File: config.mk
export PLATFORM = sky130hd
export DESIGN_NAME = pt_walker
export DESIGN_NICKNAME = d
export VERILOG_FILES = /design/src/rtl/ptw_pkg.sv /design/src/rtl/ptw_addr_gen.sv /design/src/rtl/ptw_entry_check.sv /design/src/rtl/ptw_ctrl.sv /design/src/rtl/pt_walker.sv
export SDC_FILE = /design/constraint.sdc
export NUM_CORES = 1
export LEC_CHECK = 0
export BUFFER_PORTS_ARGS = -buffer_cell sky130_fd_sc_hd__buf_2
export CAP_MARGIN = 20
export CORE_ASPECT_RATIO = 2
export CORE_MARGIN = 4
export CORE_UTILIZATION = 55
export CTS_BUF_LIST = sky130_fd_sc_hd__clkbuf_2
export DETAILED_ROUTE_END_ITERATION = 6
export GPL_ROUTABILITY_DRIVEN = 0
export GPL_TIMING_DRIVEN = 0
export PLACE_DENSITY_LB_ADDON = 0.25
export SKIP_CTS_REPAIR_TIMING = 1
export SLEW_MARGIN = 5
export SYNTH_ARGS = -nofsm -noshare
export SYNTH_HDL_FRONTEND = slang
export SYNTH_SLANG_ARGS = --single-unit
File: constraint.sdc
create_clock -name clk -period 5.1 [get_ports clk]
set_clock_uncertainty 0.15 [all_clocks]
set_input_delay 1.02 -clock clk [delete_from_list [all_inputs] [get_ports clk]]
set_output_delay 1.02 -clock clk [all_outputs]
set_load 0.1 [all_outputs]
File: src/rtl/ptw_pkg.sv
package ptw_pkg;

    typedef enum logic [1:0] {
        WALK_IDLE = 2'd0,
        WALK_L1   = 2'd1,
        WALK_L2   = 2'd2,
        WALK_DONE = 2'd3
    } walk_state_e;

    typedef enum logic [1:0] {
        FLT_NONE      = 2'd0,
        FLT_L1_ABSENT = 2'd1,
        FLT_L2_ABSENT = 2'd2,
        FLT_ACCESS    = 2'd3
    } walk_fault_e;

    localparam int PTE_PRESENT_BIT = 0;
    localparam int PTE_READ_BIT    = 1;
    localparam int PTE_WRITE_BIT   = 2;

endpackage

File: src/rtl/ptw_addr_gen.sv
module ptw_addr_gen #(
    parameter int PA_W     = 32,
    parameter int IDX_W    = 10,
    parameter int OFF_W    = 12,
    parameter int ENT_LOG2 = 2
) (
    input  logic [IDX_W-1:0]       dir_idx,
    input  logic [IDX_W-1:0]       leaf_idx,
    input  logic [PA_W-1:0]        root,
    input  logic [PA_W-OFF_W-1:0]  table_ppn,
    output logic [PA_W-1:0]        l1_addr,
    output logic [PA_W-1:0]        l2_addr
);
    // directory entry address uses a full add so an unaligned base carries
    assign l1_addr = root + (PA_W'(dir_idx) << ENT_LOG2);

    // leaf entry address; when a table exactly fills a page the
    // index bits drop straight into the offset field
    generate
        if (IDX_W + ENT_LOG2 == OFF_W) begin : g_packed
            assign l2_addr = {table_ppn, leaf_idx, {ENT_LOG2{1'b0}}};
        end else begin : g_sum
            assign l2_addr = {table_ppn, {OFF_W{1'b0}}} + (PA_W'(leaf_idx) << ENT_LOG2);
        end
    endgenerate

endmodule

File: src/rtl/ptw_entry_check.sv
module ptw_entry_check #(
    parameter int PTE_W = 32,
    parameter int PA_W  = 32,
    parameter int OFF_W = 12
) (
    input  logic [PTE_W-1:0]       entry,
    input  logic                   is_write,
    output logic                   present,
    output logic                   allowed,
    output logic [PA_W-OFF_W-1:0]  ppn
);
    import ptw_pkg::*;

    localparam int PPN_W = PA_W - OFF_W;

    logic unused_flag_bits;

    // entry layout
    assign present = entry[PTE_PRESENT_BIT];
    assign allowed = is_write ? entry[PTE_WRITE_BIT] : entry[PTE_READ_BIT];
    assign ppn     = entry[PTE_W-1 -: PPN_W];

    assign unused_flag_bits = ^entry[OFF_W-1:PTE_WRITE_BIT+1];

endmodule

File: src/rtl/ptw_ctrl.sv
module ptw_ctrl #(
    parameter int VA_W  = 32,
    parameter int PA_W  = 32,
    parameter int OFF_W = 12
) (
    input  logic                   clk,
    input  logic                   rst_n,
    input  logic                   req_valid,
    output logic                   req_ready,
    input  logic [VA_W-1:0]        req_vaddr,
    input  logic                   req_write,
    input  logic [PA_W-1:0]        l1_addr,
    input  logic [PA_W-1:0]        l2_addr,
    input  logic                   ent_present,
    input  logic                   ent_allowed,
    input  logic [PA_W-OFF_W-1:0]  ent_ppn,
    output logic [VA_W-1:0]        held_va,
    output logic                   held_write,
    output logic                   mem_rd_req,
    output logic [PA_W-1:0]        mem_rd_addr,
    input  logic                   mem_rsp_valid,
    output logic                   rsp_valid,
    input  logic                   rsp_ready,
    output logic [PA_W-1:0]        rsp_paddr,
    output logic [1:0]             rsp_fault
);
    import ptw_pkg::*;

    typedef struct packed {
        walk_state_e      st;
        logic             sent;
        logic             wr;
        logic [VA_W-1:0]  va;
        logic [PA_W-1:0]  addr;
        logic [PA_W-1:0]  pa;
        walk_fault_e      flt;
    } walk_t;

    walk_t walk_d, walk_q;

    always_comb begin
        walk_d = walk_q;
        case (walk_q.st)
            WALK_IDLE: begin
                if (req_valid) begin
                    walk_d.st   = WALK_L1;
                    walk_d.sent = 1'b0;
                    walk_d.wr   = req_write;
                    walk_d.va   = req_vaddr;
                    walk_d.addr = l1_addr;
                    walk_d.pa   = '0;
                    walk_d.flt  = FLT_NONE;
                end
            end
            WALK_L1: begin
                walk_d.sent = 1'b1;
                if (walk_q.sent && mem_rsp_valid) begin
                    if (!ent_present) begin
                        walk_d.st  = WALK_DONE;
                        walk_d.flt = FLT_L1_ABSENT;
                    end else if (!ent_allowed) begin
                        walk_d.st  = WALK_DONE;
                        walk_d.flt = FLT_ACCESS;
                    end else begin
                        walk_d.st   = WALK_L2;
                        walk_d.sent = 1'b0;
                        walk_d.addr = l2_addr;
                    end
                end
            end
            WALK_L2: begin
                walk_d.sent = 1'b1;
                if (walk_q.sent && mem_rsp_valid) begin
                    walk_d.st = WALK_DONE;
                    if (!ent_present) begin
                        walk_d.flt = FLT_L2_ABSENT;
                    end else if (!ent_allowed) begin
                        walk_d.flt = FLT_ACCESS;
                    end else begin
                        walk_d.pa = {ent_ppn, walk_q.va[OFF_W-1:0]};
                    end
                end
            end
            WALK_DONE: begin
                if (rsp_ready) begin
                    walk_d.st = WALK_IDLE;
                end
            end
            default: walk_d.st = WALK_IDLE;
        endcase
    end

    always_ff @(posedge clk or negedge rst_n) begin
        if (!rst_n) begin
            walk_q <= '{st: WALK_IDLE, sent: 1'b0, wr: 1'b0, va: '0,
                        addr: '0, pa: '0, flt: FLT_NONE};
        end else begin
            walk_q <= walk_d;
        end
    end

    assign req_ready   = (walk_q.st == WALK_IDLE);
    assign mem_rd_req  = ((walk_q.st == WALK_L1) || (walk_q.st == WALK_L2)) && !walk_q.sent;
    assign mem_rd_addr = walk_q.addr;
    assign rsp_valid   = (walk_q.st == WALK_DONE);
    assign rsp_paddr   = walk_q.pa;
    assign rsp_fault   = walk_q.flt;
    assign held_va     = walk_q.va;
    assign held_write  = walk_q.wr;

    a_r1_busy_after_accept: assert property (@(posedge clk) disable iff (!rst_n)
        (req_valid && req_ready) |=> !req_ready);

    a_r1_no_overlap: assert property (@(posedge clk) disable iff (!rst_n)
        !(req_ready && rsp_valid));

    a_r9_single_pulse: assert property (@(posedge clk) disable iff (!rst_n)
        mem_rd_req |=> !mem_rd_req);

    a_r9_wait_for_data: assert property (@(posedge clk) disable iff (!rst_n)
        (walk_q.st != WALK_IDLE && walk_q.st != WALK_DONE && !mem_rsp_valid) |=> !rsp_valid);

    a_r6_stop_at_directory: assert property (@(posedge clk) disable iff (!rst_n)
        (walk_q.st == WALK_L1 && walk_q.sent && mem_rsp_valid && !ent_present)
        |=> (rsp_valid && rsp_fault == 2'd1 && !mem_rd_req));

    a_r11_hold_result: assert property (@(posedge clk) disable iff (!rst_n)
        (rsp_valid && !rsp_ready) |=> (rsp_valid && $stable(rsp_paddr) && $stable(rsp_fault)));

endmodule

File: src/rtl/pt_walker.sv
module pt_walker #(
    parameter int          VA_W      = 32,
    parameter int          PA_W      = 32,
    parameter int          PTE_W     = 32,
    parameter int          IDX_W     = 10,
    parameter int          OFF_W     = 12,
    parameter int          ENT_LOG2  = 2,
    parameter logic [31:0] ROOT_INIT = 32'h0
) (
    input  logic              clk,
    input  logic              rst_n,
    input  logic              req_valid,
    output logic              req_ready,
    input  logic [VA_W-1:0]   req_vaddr,
    input  logic              req_write,
    input  logic              ctx_load,
    input  logic [PA_W-1:0]   ctx_root,
    output logic              mem_rd_req,
    output logic [PA_W-1:0]   mem_rd_addr,
    input  logic              mem_rsp_valid,
    input  logic [PTE_W-1:0]  mem_rsp_data,
    output logic              rsp_valid,
    input  logic              rsp_ready,
    output logic [PA_W-1:0]   rsp_paddr,
    output logic [1:0]        rsp_fault
);
    localparam int PPN_W = PA_W - OFF_W;

    logic [PA_W-1:0]  root_d, root_q;
    logic [PA_W-1:0]  l1_addr, l2_addr;
    logic             ent_present, ent_allowed;
    logic [PPN_W-1:0] ent_ppn;
    logic [VA_W-1:0]  held_va;
    logic             held_write;

    // table base register
    always_comb begin
        root_d = root_q;
        if (ctx_load) begin
            root_d = ctx_root;
        end
    end

    always_ff @(posedge clk or negedge rst_n) begin
        if (!rst_n) begin
            root_q <= PA_W'(ROOT_INIT);
        end else begin
            root_q <= root_d;
        end
    end

    a_r10_root_holds: assert property (@(posedge clk) disable iff (!rst_n)
        !ctx_load |=> $stable(root_q));

    ptw_addr_gen #(
        .PA_W(PA_W), .IDX_W(IDX_W), .OFF_W(OFF_W), .ENT_LOG2(ENT_LOG2)
    ) u_addr_gen (
        .dir_idx   (req_vaddr[VA_W-1 -: IDX_W]),
        .leaf_idx  (held_va[OFF_W +: IDX_W]),
        .root      (root_q),
        .table_ppn (ent_ppn),
        .l1_addr   (l1_addr),
        .l2_addr   (l2_addr)
    );

    ptw_entry_check #(
        .PTE_W(PTE_W), .PA_W(PA_W), .OFF_W(OFF_W)
    ) u_entry_check (
        .entry    (mem_rsp_data),
        .is_write (held_write),
        .present  (ent_present),
        .allowed  (ent_allowed),
        .ppn      (ent_ppn)
    );

    ptw_ctrl #(
        .VA_W(VA_W), .PA_W(PA_W), .OFF_W(OFF_W)
    ) u_ctrl (
        .clk           (clk),
        .rst_n         (rst_n),
        .req_valid     (req_valid),
        .req_ready     (req_ready),
        .req_vaddr     (req_vaddr),
        .req_write     (req_write),
        .l1_addr       (l1_addr),
        .l2_addr       (l2_addr),
        .ent_present   (ent_present),
        .ent_allowed   (ent_allowed),
        .ent_ppn       (ent_ppn),
        .held_va       (held_va),
        .held_write    (held_write),
        .mem_rd_req    (mem_rd_req),
        .mem_rd_addr   (mem_rd_addr),
        .mem_rsp_valid (mem_rsp_valid),
        .rsp_valid     (rsp_valid),
        .rsp_ready     (rsp_ready),
        .rsp_paddr     (rsp_paddr),
        .rsp_fault     (rsp_fault)
    );

endmodule

Word-level counts from Yosys, hierarchy flattened
Index checks and enable logic that the tools add are counted.
- word-level logic and storage cells: 58
- flip-flop bits (word level): 134
- output and inout port bits: 69
- bits of input ports: 103
- eq/ne operators: 11
- reduce and logical (&&, ||, !) cells: 14
- add/subtract/negate cells: 1
- multiplexer cells: 24
- operators with widths (operator ; count):
    2-to-1 mux 32 bit ; 5
    case mux 32 bit (2 select lines) ; 2
    2-to-1 mux 102 bit ; 1
    2-to-1 mux 34 bit ; 1
    adder 32 x 12 -> 32 bit ; 1
    2-to-1 mux 2 bit ; 7
    inequality test 2 x 1 -> 1 bit (second input constant) ; 5
    AND reduction 5 bit ; 2
    case mux 2 bit (4 select lines) ; 1
    AND reduction 4 bit ; 2
    inequality test 2 bit (second input constant) ; 3
    case mux 2 bit (3 select lines) ; 1
    equality test 2 bit (second input constant) ; 2
    2-to-1 mux 1 bit ; 4
    AND reduction 2 bit ; 2
    nonzero test 2 bit ; 2
    2-to-1 mux 3 bit ; 1
    case mux 1 bit (3 select lines) ; 1
    nonzero test 3 bit ; 1
    equality test 2 x 1 -> 1 bit (second input constant) ; 1
    logical AND 1 bit ; 2
    logical NOT 2 bit ; 1
    logical NOT 1 bit ; 1
    logical OR 1 bit ; 1

Depth between registers and ports, before layout
- depth in word-level cells: 5
- depth in mapped cells: 10
- depth with buffers taken out: 10

By module
From an unflattened synthesis, not the netlist that was laid out.
- cell total of the unflattened synthesis: 712
- area, all modules: 7951.4 um^2
- modules (own cells, without submodules) (module ; cells each ; seq. area each (um^2) ; area an instance (um^2) ; times used):
    ptw_ctrl ; 468 ; 2552.4 ; 5310.1 ; 1
    pt_walker ; 68 ; 800.8 ; 1345.0 ; 1
    ptw_addr_gen ; 154 ; 0.0 ; 1123.6 ; 1
    ptw_entry_check ; 22 ; 0.0 ; 172.7 ; 1

Worst setup path before layout
OpenSTA, ideal clock, no wires.
- path type: register to output
- from: register u_ctrl.walk_q[100] in the netlist's numbering
- to: output mem_rd_req
- cell stages (with the launch flop): 5
- data required time: 3.930 ns
- path slack: 1.911 ns
- buffers on the path: 0
- arrival: 2.019 ns
- cells stage by stage: dfrtp_1 -> inv_1 -> ha_1 -> inv_1 -> nor2_1
- word-level cells in the longest chain between the ends: 3
- elaborated cells on any way between the ends: 4
- classes of those cells: eq/ne: 2; reduce/logical: 2
- ends and longest elaborated chain (item ; line ; source):
    start: declaration ; ptw_ctrl.sv:39 ; walk_t walk_d, walk_q;
    start signal: assignment ; ptw_ctrl.sv:95 ; walk_q <= '{st: WALK_IDLE, sent: 1'b0, wr: 1'b0, va: '0,
    start signal: assignment ; ptw_ctrl.sv:98 ; walk_q <= walk_d;
    equality test 2 x 1 -> 1 bit / equality test 2 bit (equally long branches) ; ptw_ctrl.sv:103 ; assign mem_rd_req = ((walk_q.st == WALK_L1) || (walk_q.st == WALK_L2)) && !walk_q.sent;
    logical OR 1 bit (*) ; ptw_ctrl.sv:103 ;
    logical AND 1 bit (*) ; ptw_ctrl.sv:103 ;
    end: declaration ; pt_walker.sv:18 ; output logic mem_rd_req,
Every way passes the cells marked *; elsewhere a longest branch is shown, timed or not.

Final worst setup path
Ends and elaborated chain as after synthesis.

==> out/metrics.yaml <==
logic_synthesis:
  syn-instance-count: 667
  synth_seq_area_share_pct: 46.73
  synth.most_common_cell: "dfrtp_1"
  synth_top_cell_area_share_pct: 46.73
  synth-edff-count: 0
  netlist_top_cells_count: "dfrtp_1 (124), nand2_1 (100), buf_4 (67)"
  syn_nets: 785
  synth_cell_types: 59
  ys_ff_latch: 124
  synth_area_per_cell_um2: 9.955
  yosys.area.top_type: "dfrtp_1"
  yosys_warnings: 0
  postSynth.asyncResetShare_pct: 100.0
  syn_area_mm2: 0.006640
  yosys-top-cells-area: "dfrtp_1 (47%), mux2_2 (9.0%), buf_4 (7.6%)"
  synth-main-ff-cell: "dfrtp_1"
critical_path:
  cp_data_arrival_time_ns: 2.14
  critPathLaunchType: "flop"
  endpoint_kind: "output pin"
  critPathKind: "reg -> out"
  path_max_fanout: 4
  cp.required_ns: 3.93
timing:
  clock.fmax_mhz: 302.2
  hold_slack_ns: 0.3468
  timing_hold_violations_final: 0
  grt_setup_unrepaired: "false"
  fin_crit_sh_pct: 64.89
  tightestPinTransition_ns: 0.7192
  final-max-slew-violation-count: 0
  setup_tns_ns: 0
  relSlewSlack_pct: 51.88
  setup_viol: 0
  period_minus_slack_ns: 3.309
finish:
  final_nets: 967
  drive_gt1_share_pct: 39.91
  final_util_pct: 67.72
  syn_to_final_growth_pct: 20.05
  fill_cells: 971
grt:
  track_usage_pct: 25.01
  grt_pass1_wl_um: 27300
  gr-total-overflow: 0
  grt_pass1_vias: 5694
  antenna_found_initial: 2
  grt_max_degree: 92
clocking:
  clk_pin_slew_worst_paths_ns: 0.21
  cts_max_level: 4
  cts-root-buf: "clkbuf_2"
  clock_latency_ns: 0.69
  numCtsBuffers: 17
  clock-sinks: 124
  tritoncts: "built"
  clk_path_buf_depth: 2
floorplan:
  dieHeight_um: 163.4
  ios: 172
  start_util_pct: 56.41
  core_area_mm2: 0.01177
  dieArea_mm2: 0.01400
  dieWidth_um: 85.70
  num_rows: 56
route:
  totalWireLength_um: 17350
  avgViaCountPerCell: 5.407
  drtIter0Drc: 235
  avgRoutedWirePerCell_um: 17.19
  via_count: 5456
  drc: 0
  drt_pass1_iterations: 6
  ant_nets: 0
pwr:
  leakage_nw: 4.073
  power.density_mw_per_mm2: 729.1
  peakVddDrop_mv: 0.5196
place:
  port_buffers: 161
  dpl.hpwl_um: 13800
flow_run:
  maxCapViolations: 0
worst_hold_path:
  hp-class: "reg -> reg"
status:
  outcome: "finished, final reports clean"
## power breakdown
| group | internal [mW] | leakage, nW | switching [mW] |
|---|---|---|---|
| Clock | 0.332 | 0.166 | 0.410 |
| Sequential | 1.31 | 1.54 | 0.212 |
| Combinational | 0.969 | 2.37 | 2.58 |
| Total | 2.61 | 4.07 | 3.20 |
## stage by stage
step	cells	worst slack, ns	power [mW]	cell area, um^2
5_1_grt	1009	1.676	6.104	7971
2_1_floorplan	667	1.911	4.422	6640
3_3_place_gp	973	1.385	4.992	7627
6_report	1009	1.791	5.812	7971
4_1_cts	1006	1.753	5.828	7956
3_5_place_dp	974	1.722	5.087	7661
## worst max-delay path, cell delays in order, from the launching register on
cell	delay, ns
dfrtp_1	0.46
inv_1	0.10
ha_1	0.31
inv_1	0.07
nor2_1	0.09
buf_2	0.43
## sequential cells by signal (all words and copies together), names as in the netlist, named ones only
register / count
root_q: 32
u_ctrl.mem_rd_addr: 32
u_ctrl.rsp_paddr: 32
u_ctrl.held_va: 22
u_ctrl.rsp_fault: 2
u_ctrl.walk_q: 2
u_ctrl.held_write: 1
## metal layers
layer | global-route usage [%] | vias to the layer above | share of wire (%)
li1 | - | 2605 | -
met1 | 26.22 | 2588 | 37
met2 | 46.49 | 206 | 54
met3 | 4.139 | 57 | 5.0
met4 | 13.18 | 0 | 4.1
met5 | 0 | - | 0
## layout by cell type (no fill, tap or decap), types with 3 or more instances in the layout
| cell | n |
|---|---|
| a221oi_2 | 3 |
| a21oi_2 | 3 |
| mux2_2 | 53 |
| buf_1 | 4 |
| a221oi_1 | 6 |
| dfrtp_1 | 124 |
| a31oi_1 | 3 |
| xnor2_1 | 13 |
| o2111ai_1 | 4 |
| clkinv_4 | 3 |
| ha_1 | 14 |
| o22ai_1 | 9 |
| clkbuf_1 | 11 |
| inv_1 | 12 |
| clkbuf_2 | 17 |
| buf_4 | 67 |
| buf_6 | 7 |
| nand2b_1 | 4 |
| buf_2 | 169 |
| o21ai_0 | 23 |
| o21ai_1 | 8 |
| nor2_1 | 48 |
| xor2_1 | 9 |
| and3_1 | 12 |
| a21o_1 | 5 |
| inv_6 | 5 |
| nand2_1 | 100 |
| o211ai_1 | 5 |
| nand3_1 | 45 |
| nor2b_1 | 4 |
| bufinv_16 | 4 |
| a21oi_1 | 26 |
## cells by family after synthesis
group	synth area share, %
multiplexers	9.290
AND/OR/NAND/NOR	15.41
AO/OA/AOI/OAI	11.93
buffers and inverters	10.80
flip-flops	46.73
XOR/XNOR	2.902
adder cells (fa/ha/maj)	2.940
## cell type report
type,instances,area [um^2],area share (%)
Antenna cell,2,5.005,0.06278
Clock inverter,15,210.2,2.637
Sequential cell,124,3103,38.93
Inverter,12,45.04,0.5651
Tap cell,145,181.4,2.276
Timing Repair Buffer,163,849.6,10.66
Clock buffer,17,85.08,1.067
Buffer,97,671.9,8.429
Multi-Input combinational cell,434,2820,35.38
## path summary, 6_finish.rpt
| kind | start | end | slack (ns) | depth (start not counted) |
|---|---|---|---|---|
| worst max-delay path | u_ctrl.walk_q[100] | mem_rd_req | 1.79 | 5 |
| worst min-delay path | u_ctrl.rsp_paddr[8] | u_ctrl.rsp_paddr[8] | 0.35 | 2 |
| worst max register to register | root_q[2] | u_ctrl.mem_rd_addr[14] | 2.41 | 10 |
| worst min register to register | u_ctrl.rsp_paddr[8] | u_ctrl.rsp_paddr[8] | 0.35 | 2 |
| max in group asynchronous | rst_n | u_ctrl.mem_rd_addr[12] | 3.43 | 3 |
| min in group asynchronous | rst_n | u_ctrl.rsp_paddr[19] | 0.60 | 2 |
Note: power is estimated with default switching activity, not from simulation.
